==> config.mk <==
export PLATFORM = sky130hd
export DESIGN_NAME = vbi_blank_gate
export DESIGN_NICKNAME = d
export VERILOG_FILES = /design/src/rtl/vbi_gate_pkg.sv /design/src/rtl/vbi_line_decide.sv /design/src/rtl/vbi_level_mux.sv /design/src/rtl/vbi_out_stage.sv /design/src/rtl/vbi_blank_gate.sv
export SDC_FILE = /design/constraint.sdc
export NUM_CORES = 1
export LEC_CHECK = 0
export ABC_AREA = 1
export BUFFER_PORTS_ARGS = -buffer_cell sky130_fd_sc_hd__clkbuf_2
export CAP_MARGIN = 20
export CORE_UTILIZATION = 48
export CTS_CLUSTER_DIAMETER = 30
export DETAILED_ROUTE_END_ITERATION = 16
export GPL_TIMING_DRIVEN = 0
export HOLD_SLACK_MARGIN = 0.02
export PLACE_DENSITY = 0.79
export SYNTH_ARGS = -nofsm -noshare
export SYNTH_HDL_FRONTEND = slang
export SYNTH_HIERARCHICAL = 1
export SYNTH_SLANG_ARGS = --single-unit
==> constraint.sdc <==
create_clock -name clk -period 1.1 [get_ports clk]
set_input_delay 0.055 -clock clk [delete_from_list [all_inputs] [get_ports clk]]
set_output_delay 0.055 -clock clk [all_outputs]
set_load 0.02 [all_outputs]
==> src/rtl/vbi_gate_pkg.sv <==
package vbi_gate_pkg;

  typedef enum logic [1:0] {
    STD_NTSC = 2'd0,
    STD_PAL  = 2'd1,
    STD_525P = 2'd2,
    STD_625P = 2'd3
  } vid_std_e;

  // First line number guaranteed to be outside every blanking region
  localparam int unsigned ACTIVE_FLOOR = 45;

  function automatic logic std_is_sd(vid_std_e s);
    return (s == STD_NTSC) || (s == STD_PAL);
  endfunction

  // Last line of the blanking region (region starts at line 0)
  function automatic int unsigned region_end(vid_std_e s);
    case (s)
      STD_NTSC: return 21;
      STD_PAL:  return 23;
      STD_525P: return 42;
      default:  return 44;
    endcase
  endfunction

  function automatic int unsigned win_lo(vid_std_e s);
    case (s)
      STD_NTSC: return 10;
      STD_PAL:  return 7;
      STD_525P: return 13;
      default:  return 6;
    endcase
  endfunction

  function automatic int unsigned win_hi(vid_std_e s);
    case (s)
      STD_NTSC: return 20;
      STD_PAL:  return 22;
      STD_525P: return 42;
      default:  return 43;
    endcase
  endfunction

  // Copy-generation line; only meaningful for SD standards
  function automatic int unsigned copy_line(vid_std_e s);
    case (s)
      STD_NTSC: return 20;
      STD_PAL:  return 23;
      default:  return 0;
    endcase
  endfunction

endpackage

==> src/rtl/vbi_line_decide.sv <==
module vbi_line_decide
  import vbi_gate_pkg::*;
#(
  parameter int LINE_W = 11
) (
  input  logic [1:0]        std_sel,
  input  logic              vbi_en,
  input  logic              cgms_en,
  input  logic              slave0_en,
  input  logic [LINE_W-1:0] line,
  input  logic              tc_word,
  input  logic              bbit_in,
  output logic              blank_req,
  output logic              bbit_out
);

  vid_std_e    std;
  logic [31:0] ln;
  logic        in_region;
  logic        in_window;
  logic        copy_hit;
  logic        sd;

  always_comb begin
    std       = vid_std_e'(std_sel);
    ln        = 32'(line);
    sd        = std_is_sd(std);
    in_region = ln <= region_end(std);
    in_window = (ln >= win_lo(std)) && (ln <= win_hi(std));
    copy_hit  = cgms_en && sd && (ln == copy_line(std));
    // Timing words and active lines always pass; the copy line bypasses a disabled VBI
    blank_req = !(tc_word || !in_region || copy_hit || (vbi_en && in_window));
    // Embedded-code slave mode: lines carrying VBI content are flagged as active
    bbit_out  = (slave0_en && vbi_en && sd && in_window) ? 1'b0 : bbit_in;
  end

endmodule

==> src/rtl/vbi_level_mux.sv <==
module vbi_level_mux #(
  parameter int DATA_W = 10
) (
  input  logic [DATA_W-1:0] din,
  input  logic              is_chroma,
  input  logic              blank,
  output logic [DATA_W-1:0] dout
);

  localparam logic [DATA_W-1:0] LUMA_BLANK   = DATA_W'(1) << (DATA_W - 4);
  localparam logic [DATA_W-1:0] CHROMA_BLANK = DATA_W'(1) << (DATA_W - 1);

  logic [DATA_W-1:0] level;

  always_comb begin
    level = is_chroma ? CHROMA_BLANK : LUMA_BLANK;
    dout  = blank ? level : din;
  end

endmodule

==> src/rtl/vbi_out_stage.sv <==
module vbi_out_stage #(
  parameter int DATA_W = 10
) (
  input  logic              clk,
  input  logic              rst_n,
  input  logic              up_valid,
  output logic              up_ready,
  input  logic [DATA_W-1:0] up_data,
  input  logic              up_bit,
  output logic              dn_valid,
  input  logic              dn_ready,
  output logic [DATA_W-1:0] dn_data,
  output logic              dn_bit
);

  logic              full_q;
  logic [DATA_W-1:0] data_q;
  logic              bit_q;

  assign up_ready = !full_q || dn_ready;
  assign dn_valid = full_q;
  assign dn_data  = data_q;
  assign dn_bit   = bit_q;

  always_ff @(posedge clk or negedge rst_n) begin
    if (!rst_n) begin
      full_q <= 1'b0;
      data_q <= '0;
      bit_q  <= 1'b0;
    end else if (up_ready) begin
      full_q <= up_valid;
      if (up_valid) begin
        data_q <= up_data;
        bit_q  <= up_bit;
      end
    end
  end

  p_hold_r10: assert property (@(posedge clk) disable iff (!rst_n)
    (dn_valid && !dn_ready) |=> (dn_valid && $stable(dn_data) && $stable(dn_bit)));

  p_accept_r9: assert property (@(posedge clk) disable iff (!rst_n)
    (up_valid && up_ready) |=> dn_valid);

  p_drain_r11: assert property (@(posedge clk) disable iff (!rst_n)
    (dn_valid && dn_ready && !up_valid) |=> !dn_valid);

endmodule

==> src/rtl/vbi_blank_gate.sv <==
module vbi_blank_gate
  import vbi_gate_pkg::*;
#(
  parameter int DATA_W = 10,
  parameter int LINE_W = 11
) (
  input  logic              clk,
  input  logic              rst_n,
  input  logic [1:0]        std_sel,
  input  logic              vbi_en,
  input  logic              cgms_en,
  input  logic              slave0_en,
  input  logic              in_valid,
  output logic              in_ready,
  input  logic [DATA_W-1:0] in_data,
  input  logic              in_chroma,
  input  logic              in_tc,
  input  logic [LINE_W-1:0] in_line,
  input  logic              in_blank_bit,
  output logic              out_valid,
  input  logic              out_ready,
  output logic [DATA_W-1:0] out_data,
  output logic              out_blank_bit
);

  logic              blank_req;
  logic              bbit_next;
  logic [DATA_W-1:0] gated;

  vbi_line_decide #(.LINE_W(LINE_W)) decide_i (
    .std_sel   (std_sel),
    .vbi_en    (vbi_en),
    .cgms_en   (cgms_en),
    .slave0_en (slave0_en),
    .line      (in_line),
    .tc_word   (in_tc),
    .bbit_in   (in_blank_bit),
    .blank_req (blank_req),
    .bbit_out  (bbit_next)
  );

  vbi_level_mux #(.DATA_W(DATA_W)) mux_i (
    .din       (in_data),
    .is_chroma (in_chroma),
    .blank     (blank_req),
    .dout      (gated)
  );

  vbi_out_stage #(.DATA_W(DATA_W)) stage_i (
    .clk      (clk),
    .rst_n    (rst_n),
    .up_valid (in_valid),
    .up_ready (in_ready),
    .up_data  (gated),
    .up_bit   (bbit_next),
    .dn_valid (out_valid),
    .dn_ready (out_ready),
    .dn_data  (out_data),
    .dn_bit   (out_blank_bit)
  );

  logic in_fire;
  assign in_fire = in_valid && in_ready;

  p_tc_pass_r7: assert property (@(posedge clk) disable iff (!rst_n)
    (in_fire && in_tc) |=> (out_data == $past(in_data)));

  p_active_pass_r1: assert property (@(posedge clk) disable iff (!rst_n)
    (in_fire && (32'(in_line) >= ACTIVE_FLOOR)) |=> (out_data == $past(in_data)));

  p_bit_kept_r8: assert property (@(posedge clk) disable iff (!rst_n)
    (in_fire && !slave0_en) |=> (out_blank_bit == $past(in_blank_bit)));

  p_bit_prog_r8: assert property (@(posedge clk) disable iff (!rst_n)
    (in_fire && std_sel[1]) |=> (out_blank_bit == $past(in_blank_bit)));

endmodule

==> results of run 1 <==
-- synthesized netlist by cell type --
cell       n  area, µm²
nand2_2    6       37.5
dfrtp_1   12        300
a21oi_2    1       8.76
a21oi_1    3       15.0
clkbuf_8   1       13.8
ha_1      19        238
nor2_2     1       6.26
nor2_4     1       11.3
o21ai_0    1       5.00
nand2_4    2       22.5
nor3_1     1       5.00
a211oi_2   1       12.5
o21a_1     1       7.51
nand3_1   13       65.1
nor4_1     1       6.26
o21ai_1    1       5.00
inv_2      3       11.3
nor2_1    16       60.1
or2_1      1       6.26
inv_1     26       97.6
nand4_1    3       18.8
nand2_1   50        188
buf_6      3       33.8
-- through the flow --
stage                     TNS, ns  power (mW)  worst slack (ns)  hold WS [ns]
after global placement      -9.86        1.11            -0.967       -0.0503
after floorplan             -5.61       0.922            -0.577        -0.241
after CTS                   -5.50        1.55            -0.520        0.0682
after detailed placement   -10.19        1.13             -1.00       -0.0413
after global routing        -6.76        1.71            -0.654        0.0770
final                       -6.20        1.60            -0.605        0.0810
-- power breakdown --
part | total, mW | internal (mW) | switching (mW)
Clock | 0.342 | 0.201 | 0.141
Combinational | 0.720 | 0.311 | 0.409
Sequential | 0.536 | 0.501 | 0.0351
Total | 1.60 | 1.01 | 0.586
-- worst min-delay path, stage by stage --
cell and delay (ns):
clkbuf_2 0.08, inv_1 0.04, nor2_1 0.04, nand3_1 0.05, nand2_1 0.05
-- cell type report --
type	count	area share (%)
plain buffers	4	2.63
clock buffers	4	2.01
inverters	29	7.42
multi-input cells	122	50.2
flip-flops and latches	12	16.6
well taps	28	1.94
repair buffers	54	19.1
-- what timing repair did --
item                       CTS  global route
gates cloned                 1             0
hold endpoints to repair    12             0
buffers inserted             7             1
pin swaps                   19             9
hold buffers                 1             0
setup endpoints to repair   12            12
resized for setup           16            25
-- kinds of logic after synthesis --
family / Yosys count
buffers and inverters: 33
AND/OR/NAND/NOR: 95
adder cells (fa/ha/maj): 19
AO/OA/AOI/OAI: 8
flip-flops: 12
-- flip-flops by register name, indices dropped and copies added (netlist names) --
register,count
stage_i/dn_valid,1
stage_i/dn_bit,1
stage_i/dn_data,10
-- metal layers --
layer | vias up | GRT usage, % | routed length, µm
li1 | 637 | - | -
met1 | 570 | 28.8 | 1340
met2 | 42 | 39.0 | 1700
met3 | 0 | 5.36 | 145
met4 | 0 | 4.05 | 0
met5 | - | 0 | 0
-- final timing paths --
path                                            to                from  depth (start not counted)  slack, ns
worst max-delay path            stage_i/dn_data[9]          std_sel[1]                         18      -0.61
worst min-delay path            stage_i/dn_data[2]          in_data[2]                          5       0.08
worst max register to register  stage_i/dn_data[0]    stage_i/dn_valid                          6       0.06
worst min register to register  stage_i/dn_data[7]  stage_i/dn_data[7]                          2       0.48
max in group asynchronous       stage_i/dn_data[5]               rst_n                          2       0.66
min in group asynchronous       stage_i/dn_data[7]               rst_n                          2       0.21
==> run_results.csv, run 1 <==
group,metric,value,unit
routing,drt-pass1-iter-count,4,
clock_tree,clkTransAtPathRegs,0.07,ns
global_routing,gr-total-overflow,0,
layout,syn_to_final_growth,53.7,%
layout,final_cell_mix,"45 x nand2_1, 42 x clkbuf_2, 23 x inv_1",
routing,drtIter0Drc,36,
floorplan,initial_core_util,52.1,%
flow_run,maxCapViolations,0,
routing,vias,1249,
timing,rsz0062_at_grt,"yes",
global_routing,grt_max_degree,13,
global_routing,antenna_found_initial,0,
yosys,synthesis.area,0.00117,mm²
timing,slew_headroom,79.2,%
clock_tree,cts_buffers,3,
floorplan,num_io_pins,46,
floorplan,die-area,0.00265,mm²
clock_tree,htreeDepth,1,
global_routing,grt_pass1_vias,1081,
worst_setup_path,worst-endpoint-arrival,1.87,ns
timing,setup_viol,11,
yosys,netlist_instances,167,
layout,design_area,0.00181,mm²
yosys,avgSynthCellArea,7.04,µm²
placement,placedInstanceArea,0.00151,mm²
layout,fin_nets,278,
clock_tree,cts_root_buffer,"clkbuf_4",
routing,drt-total-wl,3180,µm
worst_setup_path,cpMostUsedCell,"nand2_2",
worst_setup_path,worstSetupPathType,"in -> reg",
timing,skew,0.000728,ns
layout,final_core_utilization,80.1,%
layout,diodes,0,
routing,avgViaCountPerCell,4.94,
worst_hold_path,hold_class,"in -> reg",
worst_setup_path,cp_top_family,"simple AND/OR/NAND/NOR gates",
yosys,synth_nets,219,
yosys,synth_top_family_by_area,"simple AND/OR/NAND/NOR gates",
layout,nFillCells,145,
floorplan,core,0.00225,mm²
floorplan,die_h,51.5,µm
timing,fmax,0.586,GHz
placement,gp_congestion,0.823,
yosys,seq_area_frac_synth,25.6,%
worst_setup_path,start_kind,"input port",
clock_tree,clockBufferDepth,2,
routing,ant_nets,0,
layout,final_layout_size_suffix_gt1_share,47.6,%
routing,wl_per_cell,12.6,µm
placement,portBuffers,45,
floorplan,die_x,51.5,µm
run_status,violations,"negative setup slack",
pwr,p_per_area,886,mW/mm²
layout,multi_input_area,907,µm²
worst_setup_path,cpPeakStageDelay,0.27,ns
timing,drv_slew,0,
clock_tree,cts_tree,"built",
yosys,synth_compound_area_share,4.58,%
yosys,ys_warn_count,6,
worst_setup_path,crit_fanout,5,
timing,post-route-min-period,1.71,ns
routing,drc,0,
yosys,yosys.area_share.simple,36.3,%
timing,setup_ws,-0.605,ns
worst_setup_path,worst_path_max_delay_cell,"or2_4",
yosys,ys_seq_elements,12,
worst_setup_path,critPathRequiredTime,1.26,ns
pwr,p_leak,0.992,nW
global_routing,grt_pass1_wl,4520,µm
worst_setup_path,crit_chain,"clkbuf_16, inv_12, ha_4, or2_4, inv_6, ha_4, nand2_2, nor2_4, nand4_1, nand2_2, nand2_2, nand2_2, nor2_4, buf_6, nand2_2, nand2_1, nand3_1, nand2_1",
clock_tree,clock_latency,0.27,ns
clock_tree,cts.sinks,12,
layout,final_cell_count_no_fill,253,
worst_setup_path,cp-end-kind,"register",
placement,placed_cells,240,
placement,hpwl,2150,µm
timing,fin_crit_sh,155,%
global_routing,gr-usage-all-layers,22.7,%
yosys,ys_types,23,
floorplan,num_rows,17,
layout,final_common_cell,"nand2_1",
yosys,synthAdderAreaFrac,20.2,%
layout,seqCellArea,300,µm²
pwr,peakVddDrop,0.824,mV
worst_setup_path,crit_buf_inv,4,
yosys,synth_xor_xnor_area_share,0,%
run_status,run_status,"finished, violations left",
yosys,synthMuxAreaShare,0,%
timing,tightestPinTransition,0.312,ns
timing,hold_viol,0,
No activity file was read; power rests on OpenSTA's default activity.
==> run 2, diff against run 1 <==
--- a/config.mk
+++ b/config.mk
@@ -13,7 +13,7 @@
 export DETAILED_ROUTE_END_ITERATION = 16
 export GPL_TIMING_DRIVEN = 0
 export HOLD_SLACK_MARGIN = 0.02
-export PLACE_DENSITY = 0.79
+export PLACE_DENSITY = 0.87
 export SYNTH_ARGS = -nofsm -noshare
 export SYNTH_HDL_FRONTEND = slang
 export SYNTH_HIERARCHICAL = 1
==> run_results.csv, run 2 (synthesis results as in run 1) <==
group,metric,value,unit
clock_tree,clockBufferDepth,2,
pwr,netSwitchingPower,0.607,mW
run_status,violations,"negative setup slack",
clock_tree,cts.sinks,12,
pwr,clkPwrFrac,22.0,%
global_routing,gr-usage-all-layers,27.8,%
worst_setup_path,cp-end-kind,"register",
pwr,peakVddDrop,0.836,mV
pwr,comb_power_share,45.2,%
clock_tree,cts_root_buffer,"clkbuf_4",
timing,tightestPinTransition,0.314,ns
pwr,p_seq_share,32.9,%
pwr,internal_power,1.03,mW
global_routing,grt_pass1_vias,1287,
clock_tree,cts_tree,"built",
worst_setup_path,worstSetupPathType,"in -> reg",
routing,ant_nets,0,
pwr,p_per_area,906,mW/mm²
routing,wl_per_cell,13.0,µm
routing,avgViaCountPerCell,5.06,
routing,vias,1296,
timing,setup_ws,-0.628,ns
global_routing,grt_pass1_wl,5390,µm
worst_hold_path,whs_path_depth,5,
floorplan,core,0.00225,mm²
clock_tree,clock_latency,0.28,ns
worst_setup_path,startpoint,"std_sel[0]",
layout,final_layout_size_suffix_gt1_share,46.9,%
timing,fin_crit_sh,157,%
timing,drv_slew,0,
placement,gp_congestion,0.797,
global_routing,gr-total-overflow,0,
timing,rsz0062_at_grt,"yes",
worst_setup_path,start_kind,"input port",
floorplan,num_rows,17,
run_status,run_status,"finished, violations left",
global_routing,antenna_found_initial,0,
routing,drt-pass1-iter-count,6,
worst_setup_path,r2r_cells,6,
worst_setup_path,crit_fanout,5,
placement,placed_cells,240,
floorplan,num_io_pins,46,
timing,skew,0.00549,ns
timing,tns,-6.24,ns
placement,hpwl,2150,µm
flow_run,maxCapViolations,0,
layout,syn_to_final_growth,53.6,%
layout,diodes,0,
layout,final_cell_mix,"46 x nand2_1, 42 x clkbuf_2, 22 x inv_1",
timing,setup_viol,11,
clock_tree,clkTransAtPathRegs,0.08,ns
global_routing,grt_max_degree,13,
worst_setup_path,critPathRequiredTime,1.32,ns
timing,post-route-min-period,1.73,ns
pwr,p_sw_share,37.1,%
routing,drt-total-wl,3340,µm
layout,fin_nets,281,
worst_setup_path,rr_startpoint,"stage_i/dn_valid",
timing,fmax,0.579,GHz
floorplan,initial_core_util,52.1,%
routing,drc,0,
pwr,p_leak,0.998,nW
floorplan,die_x,51.5,µm
routing,drtIter0Drc,34,
floorplan,die-area,0.00265,mm²
timing,hold_viol,0,
layout,final_core_utilization,80.0,%
layout,final_cell_count_no_fill,256,
layout,final_common_cell,"nand2_1",
worst_hold_path,hold_class,"in -> reg",
worst_setup_path,worst-endpoint-arrival,1.95,ns
placement,portBuffers,45,
worst_hold_path,min_from,"in_data[1]",
layout,largest_register_ffs,10,
floorplan,die_h,51.5,µm
timing,slew_headroom,79.1,%
clock_tree,htreeDepth,1,
clock_tree,cts_buffers,3,
## run 2: cell count changes in the layout (fill, tap and decap cells not counted), sizes merged
| cell | before | now |
|---|---|---|
| buf | 12 | 16 |
| clkbuf | 49 | 48 |
## run 2: layout make-up
class / instances / area [µm²]
flip-flops and latches: 12 / 300
inverters: 29 / 126
plain buffers: 4 / 48.8
clock buffers: 4 / 36.3
repair buffers: 57 / 375
fillers: 137 / 450
multi-input cells: 122 / 882
well taps: 28 / 35.0
## run 2: per-stage QoR
stage	setup WS [ns]	cell area [µm²]	power, mW	hold WS (ns)
final	-0.628	1800	1.63	0.0628
after global routing	-0.739	1800	1.74	0.0681
after CTS	-0.516	1750	1.59	0.0535
after detailed placement	-1.00	1510	1.14	-0.0440
after global placement	-0.969	1510	1.12	-0.0504
after floorplan	-0.577	1250	0.922	-0.241
## run 2: repair_timing
| action | 4_1_cts | 5_1_grt |
|---|---|---|
| setup buffers | 9 | 3 |
| cloned | 1 | 0 |
| hold buffers | 1 | 0 |
| pin swaps | 18 | 15 |
| hold endpoints to repair | 12 | 0 |
| gates resized for setup | 20 | 14 |
| endpoints found under the setup margin | 12 | 12 |
## run 2: worst paths after layout
| path | end | slack (ns) |
|---|---|---|
| max | stage_i/dn_data[5] | -0.63 |
| min | stage_i/dn_data[1] | 0.06 |
| max reg2reg | stage_i/dn_data[3] | 0.01 |
| min reg2reg | stage_i/dn_data[5] | 0.49 |
| max in group asynchronous | stage_i/dn_data[2] | 0.65 |
| min in group asynchronous | stage_i/dn_data[6] | 0.21 |
## run 2: metal layers
layer	GRT usage [%]	share of wire, %	up-vias
met1	29.8	42	594
met4	14.9	3.8	0
met3	6.85	4.0	18
met5	0	0	-
met2	49.4	50	42
li1	-	-	642
## run 2: worst max-delay path, cell delays in order
cell and delay (ns):
clkbuf_16 0.12, inv_4 0.04, ha_4 0.15, or2_4 0.25, inv_4 0.10, ha_4 0.21
nand2_2 0.06, inv_2 0.04, nand2_1 0.06, nand2_1 0.06, nand2_1 0.06, nand2_1 0.05
nand2_1 0.09, nand2_1 0.06, nand2_2 0.09, nor2_4 0.05, buf_6 0.13, nor2_1 0.11
nand3_1 0.10, nand2_1 0.06
## run 2: power by group through the flow
stage	Combinational (mW)	Sequential (mW)	Clock, mW
finish	0.738	0.538	0.359
global route	0.811	0.544	0.389
CTS	0.683	0.537	0.368
detailed placement	0.589	0.547	0
global placement	0.572	0.543	0
floorplan	0.303	0.620	0
==> run 3, diff against run 2 <==
--- a/config.mk
+++ b/config.mk
@@ -6,7 +6,7 @@
 export NUM_CORES = 1
 export LEC_CHECK = 0
 export ABC_AREA = 1
-export BUFFER_PORTS_ARGS = -buffer_cell sky130_fd_sc_hd__clkbuf_2
+export BUFFER_PORTS_ARGS = -buffer_cell sky130_fd_sc_hd__buf_2
 export CAP_MARGIN = 20
 export CORE_UTILIZATION = 48
 export CTS_CLUSTER_DIAMETER = 30
==> run_results.csv, run 3 (synthesis results as in run 1) <==
group,metric,value,unit
run_status,run_status,"finished, violations left",
run_status,violations,"negative setup slack",
routing,ant_nets,0,
timing,skew,0.000845,ns
routing,wl_per_cell,12.1,µm
floorplan,die_h,51.5,µm
worst_setup_path,worstSetupPathType,"in -> reg",
layout,diodes,0,
flow_run,maxCapViolations,0,
pwr,p_per_area,865,mW/mm²
floorplan,num_io_pins,46,
floorplan,die_x,51.5,µm
global_routing,antenna_found_initial,0,
pwr,p_seq_share,35.4,%
timing,slew_headroom,82.5,%
clock_tree,htreeDepth,1,
timing,hold_viol,0,
timing,setup_viol,11,
worst_setup_path,crit_chain,"buf_12, inv_12, ha_4, or2_4, inv_4, ha_4, nand2_2, inv_2, nand2_1, nand2_1, nand2_1, nand2_1, nand2_1, nand2_1, nand2_2, nor2_4, buf_4, nor2_1, nand3_1, nand2_1",
pwr,p_leak,0.974,nW
placement,gp_congestion,0.810,
pwr,comb_power_share,47.0,%
worst_hold_path,hold_class,"in -> reg",
worst_setup_path,start_kind,"input port",
timing,rsz0062_at_grt,"yes",
clock_tree,cts_buffers,3,
floorplan,initial_core_util,52.1,%
routing,drt-total-wl,3090,µm
clock_tree,cts.sinks,12,
worst_setup_path,worst-endpoint-arrival,1.89,ns
layout,final_layout_size_suffix_gt1_share,45.4,%
timing,tightestPinTransition,0.260,ns
pwr,internal_power,0.939,mW
placement,hpwl,2120,µm
timing,drv_slew,0,
global_routing,gr-total-overflow,0,
routing,drc,0,
timing,fin_crit_sh,152,%
clock_tree,cts_root_buffer,"clkbuf_4",
layout,final_cell_count_no_fill,255,
floorplan,die-area,0.00265,mm²
layout,syn_to_final_growth,48.2,%
worst_setup_path,cp-end-kind,"register",
pwr,clkPwrFrac,17.6,%
placement,placed_cells,240,
clock_tree,cts_tree,"built",
clock_tree,clockBufferDepth,2,
placement,portBuffers,45,
floorplan,core,0.00225,mm²
routing,vias,1240,
layout,fin_nets,281,
global_routing,gr-usage-all-layers,25.0,%
layout,final_cell_mix,"47 x nand2_1, 42 x buf_2, 22 x inv_1",
clock_tree,clock_latency,0.27,ns
worst_setup_path,critPathRequiredTime,1.32,ns
layout,largest_register_ffs,10,
global_routing,grt_pass1_wl,4940,µm
worst_setup_path,crit_fanout,5,
layout,nFillCells,152,
timing,fmax,0.596,GHz
pwr,netSwitchingPower,0.568,mW
pwr,peakVddDrop,0.936,mV
floorplan,num_rows,17,
worst_setup_path,cpMostUsedCell,"nand2_1",
timing,post-route-min-period,1.68,ns
worst_setup_path,cpPeakStageDelay,0.27,ns
global_routing,grt_pass1_vias,1225,
global_routing,grt_max_degree,13,
routing,avgViaCountPerCell,4.86,
clock_tree,clkTransAtPathRegs,0.07,ns
worst_setup_path,worst_path_max_delay_cell,"or2_4",
layout,final_common_cell,"nand2_1",
routing,drt-pass1-iter-count,4,
timing,tns,-5.64,ns
pwr,p_sw_share,37.7,%
timing,setup_ws,-0.577,ns
routing,drtIter0Drc,30,
[run 3: cell types whose count changed in the layout (fill, tap and decap cells not counted), moves of 2 or more]
cell and delta:
buf_12 +2, nand3_2 -2, buf_4 +2, clkbuf_16 -2
buf_2 +42, nand3_1 +2, clkbuf_2 -42, nor2_2 +2
[run 3: cell type report]
type	instances	area, µm²	share of cell area [%]
inverter	29	126	7.26
sequential	12	300	17.2
clock buffer	3	22.5	1.29
multi-input combinational	122	855	49.1
buffer	4	48.8	2.80
tap	28	35.0	2.01
timing repair buffer	57	354	20.3
[run 3: final timing paths]
path	slack, ns	startpoint	cells past startpoint	to
setup / recovery	-0.58	std_sel[1]	20	stage_i/dn_data[1]
hold / removal	0.09	in_valid	3	stage_i/dn_data[7]
setup reg to reg	0.02	stage_i/dn_valid	6	stage_i/dn_data[0]
hold reg to reg	0.47	stage_i/dn_data[8]	2	stage_i/dn_data[8]
max in group asynchronous	0.69	rst_n	2	stage_i/dn_bit
min in group asynchronous	0.20	rst_n	2	stage_i/dn_data[5]
[run 3: power groups by stage]
stage	combinational [mW]	clock, mW	sequential [mW]
finish	0.708	0.265	0.533
global route	0.782	0.288	0.539
CTS	0.666	0.263	0.533
detailed placement	0.591	0	0.542
global placement	0.574	0	0.541
floorplan	0.303	0	0.620
[run 3: metrics by stage]
step | hold slack, ns | total power, mW | setup slack (ns) | utilization, % | cell area, µm²
floorplan | -0.241 | 0.922 | -0.577 | - | 1250
global placement | -0.0582 | 1.11 | -0.960 | 67.0 | 1510
detailed placement | -0.0563 | 1.13 | -0.998 | 67.0 | 1510
CTS | 0.0881 | 1.46 | -0.505 | 75.0 | 1690
global route | 0.105 | 1.61 | -0.717 | 77.2 | 1740
finish | 0.0863 | 1.51 | -0.577 | 77.2 | 1740
[run 3: what timing repair did]
| action | 4_1_cts | 5_1_grt |
|---|---|---|
| hold buffers | 1 | 0 |
| buffers inserted | 5 | 5 |
| endpoints found under the hold margin | 12 | 0 |
| cloned | 1 | 0 |
| resized for setup | 24 | 6 |
| pin swaps | 16 | 9 |
| setup endpoints to repair | 12 | 12 |
[run 3: per-layer routing]
layer  GRT usage [%]  share of wire (%)  vias up
li1                -                  -      638
met1            30.0                 43      564
met2            43.3                 52       34
met3            5.36                4.4        4
met4            8.56                1.0        0
met5               0                  0        -
[run 3: worst max-delay path, delay by kind of cell]
kind                       cells  cell delay, ns
adders and majority gates      2            0.34
and+or+nand+nor               13            1.09
buffers and inverters          5            0.41
